File: config.mk
export PLATFORM = sky130hd
export DESIGN_NAME = modexp_unit
export DESIGN_NICKNAME = d
export VERILOG_FILES = /design/src/rtl/modexp_unit.sv
export SDC_FILE = /design/constraint.sdc
export NUM_CORES = 1
export LEC_CHECK = 0
export BUFFER_PORTS_ARGS = -buffer_cell sky130_fd_sc_hd__buf_4
export CAP_MARGIN = 20
export CORE_UTILIZATION = 50
export DETAILED_ROUTE_END_ITERATION = 8
export HOLD_SLACK_MARGIN = 0.15
export PLACE_DENSITY = 0.68
export SLEW_MARGIN = 10
export SYNTH_ARGS = -nofsm -noshare
export SYNTH_HDL_FRONTEND = slang
export SYNTH_SLANG_ARGS = --single-unit
File: constraint.sdc
create_clock -name clk -period 9.65 [get_ports clk]
set_input_delay 0.965 -clock clk [delete_from_list [all_inputs] [get_ports clk]]
set_output_delay 0.965 -clock clk [all_outputs]
set_load 0.02 [all_outputs]
File: src/rtl/modexp_unit.sv
module modexp_unit #(
  parameter int W = 31
) (
  input  logic         clk,
  input  logic         rst_n,
  input  logic         start,
  input  logic [W-1:0] base_i,
  input  logic [W-1:0] exp_i,
  input  logic [W-1:0] modulus_i,
  output logic         busy,
  output logic         done,
  output logic [W-1:0] result,
  output logic         probable_prime
);
  typedef enum logic [2:0] {S_IDLE, S_SCAN, S_SQR, S_MUL, S_RED} st_t;

  st_t          st;
  logic [W-1:0] acc, base_q, exp_q, p_q, mask, lead;
  logic [W-1:0] ma, mb, mr;
  logic         mbusy, done_q;
  logic [W:0]   sum, sum_r, dbl, dbl_r;

  wire mdone = mbusy && (mb == '0);

  assign sum   = {1'b0, mr} + {1'b0, ma};
  assign sum_r = (sum >= {1'b0, p_q}) ? sum - {1'b0, p_q} : sum;
  assign dbl   = {ma, 1'b0};
  assign dbl_r = (dbl >= {1'b0, p_q}) ? dbl - {1'b0, p_q} : dbl;

  always_comb begin
    lead = '0;
    for (int i = 0; i < W; i++)
      if (exp_i[i]) lead = W'(1) << i;
  end

  always_ff @(posedge clk) begin
    if (!rst_n) begin
      st     <= S_IDLE;
      acc    <= '0;
      base_q <= '0;
      exp_q  <= '0;
      p_q    <= '0;
      mask   <= '0;
      ma     <= '0;
      mb     <= '0;
      mr     <= '0;
      mbusy  <= 1'b0;
      done_q <= 1'b0;
    end else begin
      done_q <= 1'b0;
      if (mbusy && !mdone) begin
        if (mb[0]) mr <= sum_r[W-1:0];
        ma <= dbl_r[W-1:0];
        mb <= mb >> 1;
      end
      if (mdone) mbusy <= 1'b0;
      case (st)
        S_IDLE: if (start) begin
          base_q <= base_i;
          exp_q  <= exp_i;
          p_q    <= modulus_i;
          mask   <= lead >> 1;
          if (exp_i == '0) begin
            acc  <= W'(1);
            mask <= '0;
            st   <= S_SCAN;
          end else if (base_i >= modulus_i) begin
            ma <= W'(1); mb <= base_i; mr <= '0; mbusy <= 1'b1;
            st <= S_RED;
          end else begin
            acc <= base_i;
            st  <= S_SCAN;
          end
        end
        S_SCAN: if (mask == '0) begin
          done_q <= 1'b1;
          st     <= S_IDLE;
        end else begin
          ma <= acc; mb <= acc; mr <= '0; mbusy <= 1'b1;
          st <= S_SQR;
        end
        S_SQR: if (mdone) begin
          acc <= mr;
          if ((exp_q & mask) != '0) begin
            ma <= mr; mb <= base_q; mr <= '0; mbusy <= 1'b1;
            st <= S_MUL;
          end else begin
            mask <= mask >> 1;
            st   <= S_SCAN;
          end
        end
        S_MUL: if (mdone) begin
          acc  <= mr;
          mask <= mask >> 1;
          st   <= S_SCAN;
        end
        S_RED: if (mdone) begin
          acc    <= mr;
          base_q <= mr;
          st     <= S_SCAN;
        end
        default: st <= S_IDLE;
      endcase
    end
  end

  assign busy           = (st != S_IDLE);
  assign done           = done_q;
  assign result         = acc;
  assign probable_prime = (acc == W'(1)) || (acc == p_q - W'(1));
endmodule


---- Word-level counts from Yosys, hierarchy flattened ----
Index checks and enable logic that the tools add are counted.
operators by class
  magnitude comparators ................... 3
  reduce and logical (&&, ||, !) cells .... 21
  equal/unequal tests ..................... 14
  muxes and demuxes ....................... 88
  bitwise operators ....................... 1
  add/subtract/negate cells ............... 4
operator list
  kind                     count
  $mux W31                 59
  $pmux W31 S3             4
  $pmux W31 S2             2
  $logic_not A31 Y1        3
  $ge A32 B31 Y1           2
  $sub A31 B31 Y31         2
  $add A31 B31 Y32         1
  $and A31 B31 Y31         1
  $eq A31 B1 Y1 const B    1
  $eq A31 B31 Y1           1
  $ge A31 B31 Y1           1
  $reduce_bool A31 Y1      1
  $sub A31 B1 Y31 const B  1
  $mux W30                 1
  $mux W3                  6
  $pmux W3 S4              1
  $ne A2 B2 Y1 const B     5
  $mux W1                  9
  $eq A3 B2 Y1 const B     2
  $mux W2                  3
  $reduce_and A3 Y1        2
  $reduce_bool A3 Y1       2
  $mux W5                  1
  $reduce_and A5 Y1        1
  other kinds (15)         19
word-level totals
  register bits ........................... 253
  bits of input ports ..................... 96
  output and inout port bits .............. 34

---- Longest topological paths before layout ----
  depth after elaboration ................. 34
  mapped depth ............................ 21
  mapped depth without buffers ............ 19

---- Least setup slack after synthesis ----
Ideal clock, no wire load.
  path type ............................... reg-to-reg
  from .................................... reg ma[0]
  to ...................................... reg mr[29]
  stages on the path, launching flop included .. 20
  clock period less this slack ............ 4.733 ns
  path slack .............................. 4.917 ns
  required time ........................... 9.555 ns
  data arrival time ....................... 4.638 ns
  path buffers ............................ 1
  path through ............................ dfxtp_1 > ha_1 > fa_1 > a211oi_1 > o21ai_0 > a32o_1 > a21o_1 > a21oi_1 > xnor2_1 > ha_1 > clkbuf_1 > a21oi_1 > o21a_1 > o2bb2ai_1 > or4b_1 > o221ai_1 > o31ai_1 > o21ai_0 > mux2_2 > a221oi_1
between the ends
  word-level cells in the longest chain between the ends .. 9
  elaborated cells between the ends (all ways) .. 13
  classes of those cells .................. add/sub (2); order compare (1); mux (10)
RTL lines
  element                                                    RTL line  source
  from (decl)                                                19        logic [W-1:0] ma, mb, mr;
  from (signal assigned)                                     53        ma <= dbl_r[W-1:0];
  $add A31 B31 Y32 *                                         25        assign sum = {1'b0, mr} + {1'b0, ma};
  $sub A31 B31 Y31 / $ge A32 B31 Y1 (equally long branches)  26        assign sum_r = (sum >= {1'b0, p_q}) ? sum - {1'b0, p_q} : sum;
  $mux W31 *                                                 26
  $mux W31 *                                                 52        if (mb[0]) mr <= sum_r[W-1:0];
  $mux W31 *                                                 51        if (mbusy && !mdone) begin
  $mux W31                                                   67        end else if (base_i >= modulus_i) begin
  $mux W31                                                   63        if (exp_i == '0) begin
  $mux W31                                                   58        S_IDLE: if (start) begin
  $pmux W31 S3 *                                             57        case (st)
  to (signal assigned)                                       52
  to (decl)                                                  19
Every way passes the cells marked *; elsewhere a longest branch is shown, timed or not.
A chain may end at the register's enable or synchronous reset.

---- Worst setup path after layout ----
  from .................................... reg mr[0]
  to ...................................... reg mr[27]
between the ends
  word-level cells in the longest chain between the ends .. 9
  elaborated cells between the ends (all ways) .. 13
  classes of those cells .................. add/sub (2); order compare (1); mux (10)
RTL lines
  element                                                    RTL line
  $add A31 B31 Y32 *                                         25
  $sub A31 B31 Y31 / $ge A32 B31 Y1 (equally long branches)  26
  $mux W31 *                                                 26
  $mux W31 *                                                 52
  $mux W31 *                                                 51
  $mux W31                                                   67
  $mux W31                                                   63
  $mux W31                                                   58
  $pmux W31 S3 *                                             57
Marked as above.

==> flow_summary.toml <==
[clock_tree]
clock_latency_ns = 0.57
root_buffer = "clkbuf_16"
postCtsHoldBufs = 0
post_cts_buffers = 0
cts_max_level = 1
clk_transition_reported_paths_ns = 0.06
cts_buffer_depth = 3
cts_sinks = 251
cts_resized = 0
cts_buffers = 30
cts_tree = "done"

[critical_path]
reg2reg_depth = 19
cp_slowest_cell = "fa_1"
path_common_cell = "ha_1"
slowest_delay_ns = 0.44
r2r-start = "mr[0]$_SDFF_PN0_"
endpoint_kind = "register"
arrival_ns = 6.12
crit_required_ns = 10.14
cp.depth = 19
criticalPathCategory = "register to register"
critPathMaxFanout = 47
crit_chain = "ha_1 > fa_1 > a211oi_1 > o21ai_0 > a32o_1 > a21oi_1 > nor2_1 > a311oi_1 > xnor2_1 > ha_1 > nand4_1 > nor4_1 > a31oi_1 > a221o_1 > o21ai_4 > buf_4 > inv_1 > o311a_1 > nor3_1"
cp-start-kind = "register"
path_buf_inv = 2
worstSetupStartpoint = "mr[0]$_SDFF_PN0_"
path_delay_family = "compound AO/OA/AOI/OAI gates"

[place]
dpl_cell_area_um2 = 20500
place.port_buffers = 129
hpwl_um = 52200
gp_congestion = 0.965

[detailed_routing]
routed_wl_um = 70600
wl_per_cell_um = 22.9
drt_iter0_markers = 1935
wl_met2_um = 33100
drtAntennaViolNets = 0
routed.top_layer = "met5"
dr.pass1.iters = 7
met3_length_um = 5510
m1WireLength_um = 28100
viasPerCell = 6.62
drc = 0
num_vias = 20400

[timing]
timing.final.hold_violations = 0
setup_viol = 0
maxSlewViolCount = 0
slew_headroom_pct = 21.7
tightest_slew_ns = 1.17
max_freq_ghz = 0.178
setup_tns_ns = 0
finalCritPeriodShare_pct = 58.3
rsz0062_at_grt = "false"
fin_worst_skew_ns = 0.0155
fin_crit_ns = 5.63
holdWs_ns = 0.456

[min_path]
min_from = "exp_q[9]$_SDFFE_PN0P_"
hold_path.class = "register to register"
hold_depth = 2

[global_routing]
grt_pass1_wl_um = 107000
grt_overflow = 0
first_global_vias = 18400
grt_max_degree = 124
antenna_found_initial = 1
grt_usage_pct = 35.0

[yosys]
ys_seq_area_share_pct = 26.1
synth_edf_count = 0
yosysWarnings = 0
synth.most_common_cell = "nand2_1"
synth_area_leader_cell = "dfxtp_1"
synth_cell_types = 83
synth.avg_cell_area_um2 = 7.65
synth_flop_cell = "dfxtp_1"
syn_area_um2 = 19200
synthArstFlopShare_pct = 0
synth.area.top_cells = "dfxtp_1 26%, ha_1 8.1%, a21oi_1 7.0%, nand2_1 5.7%, a211oi_1 5.7%"
synthCells = 2515
synth_nets = 2739
ys_top_cells_by_count = "291 x nand2_1, 269 x a21oi_1, 251 x dfxtp_1"
synth.top_cell.area_share_pct = 26.1
ys_ff_latch = 251

[floorplanning]
ios = 130
core_area_um2 = 37800
die-area_um2 = 39300
die_h_um = 198
initial_core_util_pct = 50.9
placementRows = 71
die_x_um = 198

[power]
ir_worst_vdd_mv = 0.313
total_power_mw = 8.42
total_leakage_power_nw = 8.71
power.density_nw_per_um2 = 390

[job]
drv_cap = 0

[cells_and_area]
finalNetCount = 2766
fillers = 3551
postLayoutCoreUtil_pct = 57.1
drive_above_1_share_pct = 9.59
areaGrowthSynthToFinish_pct = 12.2
stdcell_area_um2 = 21600

[run_status]
status = "finished, final reports clean"
[flip-flops by register name (all words and copies together), names as in the netlist]
name    flops
done        1
result     31
mask       30
mbusy       1
ma         31
exp_q      30
p_q        31
base_q     31
mb         31
st          3
mr         31
[cells by family (layout without fill, tap and decap cells)]
group | after synthesis | after routing | share of synthesized area [%]
buf+inv | 260 | 309 | 5.27
compound gates | 928 | 928 | 32.3
fa+ha+maj | 128 | 128 | 8.44
other cells | 0 | 2 | 0
xor+xnor | 115 | 115 | 5.24
flops | 251 | 251 | 26.1
mux | 98 | 98 | 5.14
simple gates | 735 | 735 | 17.5
[path summary, 6_finish.rpt]
check        slack [ns]               endpoint
min                0.46  exp_q[9]$_SDFFE_PN0P_
max                4.02      mr[27]$_SDFF_PN0_
min reg2reg        0.46  exp_q[9]$_SDFFE_PN0P_
max reg2reg        4.02      mr[27]$_SDFF_PN0_
[power by group]
part,switching (mW),internal (mW),total (mW)
Sequential,0.427,1.31,1.74
Combinational,3.32,2.14,5.46
Clock,0.473,0.740,1.21
[cell usage in the layout (no fill, tap or decap), types with 27 or more instances in the layout]
master and count:
nand2_1 290, a21oi_1 268, dfxtp_1 251, nor2_1 203, buf_4 159, a211oi_1 145, ha_1 125, a22oi_1 103
o21ai_0 102, inv_1 93, mux2i_1 92, xnor2_1 79, a21o_1 58, o21a_1 48, nand4_1 40, nor4_1 37
nor3_1 36, xor2_1 36, clkbuf_16 31, nand3_1 29, o211ai_1 27
[worst reg2reg max path: cells and delay by family, from the launching register on]
kind | cells | cell delay [ns]
AOI/OAI and AO/OA | 9 | 2.55
adders and majority gates | 3 | 1.11
and+or+nand+nor | 4 | 0.67
buffers and inverters | 2 | 0.67
xor gates and xnor gates | 1 | 0.14
DFF | 1 | 0.38
[routing by layer]
layer,track usage [%],vias to the layer above
met4,17.1,2
met5,0,-
met2,58.8,1028
li1,-,9426
met3,4.97,207
met1,43.8,9697
[layout make-up]
type                            instances  area [um2]  share of cell area [%]
Multi-Input combinational cell       2004       13300                    61.5
Tap cell                              511         639                    2.96
Timing Repair Buffer                  160        1220                    5.66
Clock buffer                           49         943                    4.37
Inverter                               95         362                    1.68
Antenna cell                            2        5.00                  0.0232
Sequential cell                       251        5020                    23.3
Clock inverter                          5         100                   0.464
[stage by stage]
step | std cells | setup slack (ns)
global route | 3075 | 3.65
detailed placement | 3020 | 4.14
global placement | 3020 | 4.34
CTS | 3074 | 4.09
finish | 3077 | 4.02
floorplan | 2515 | 4.92
Note: power is estimated with default switching activity, not from simulation.
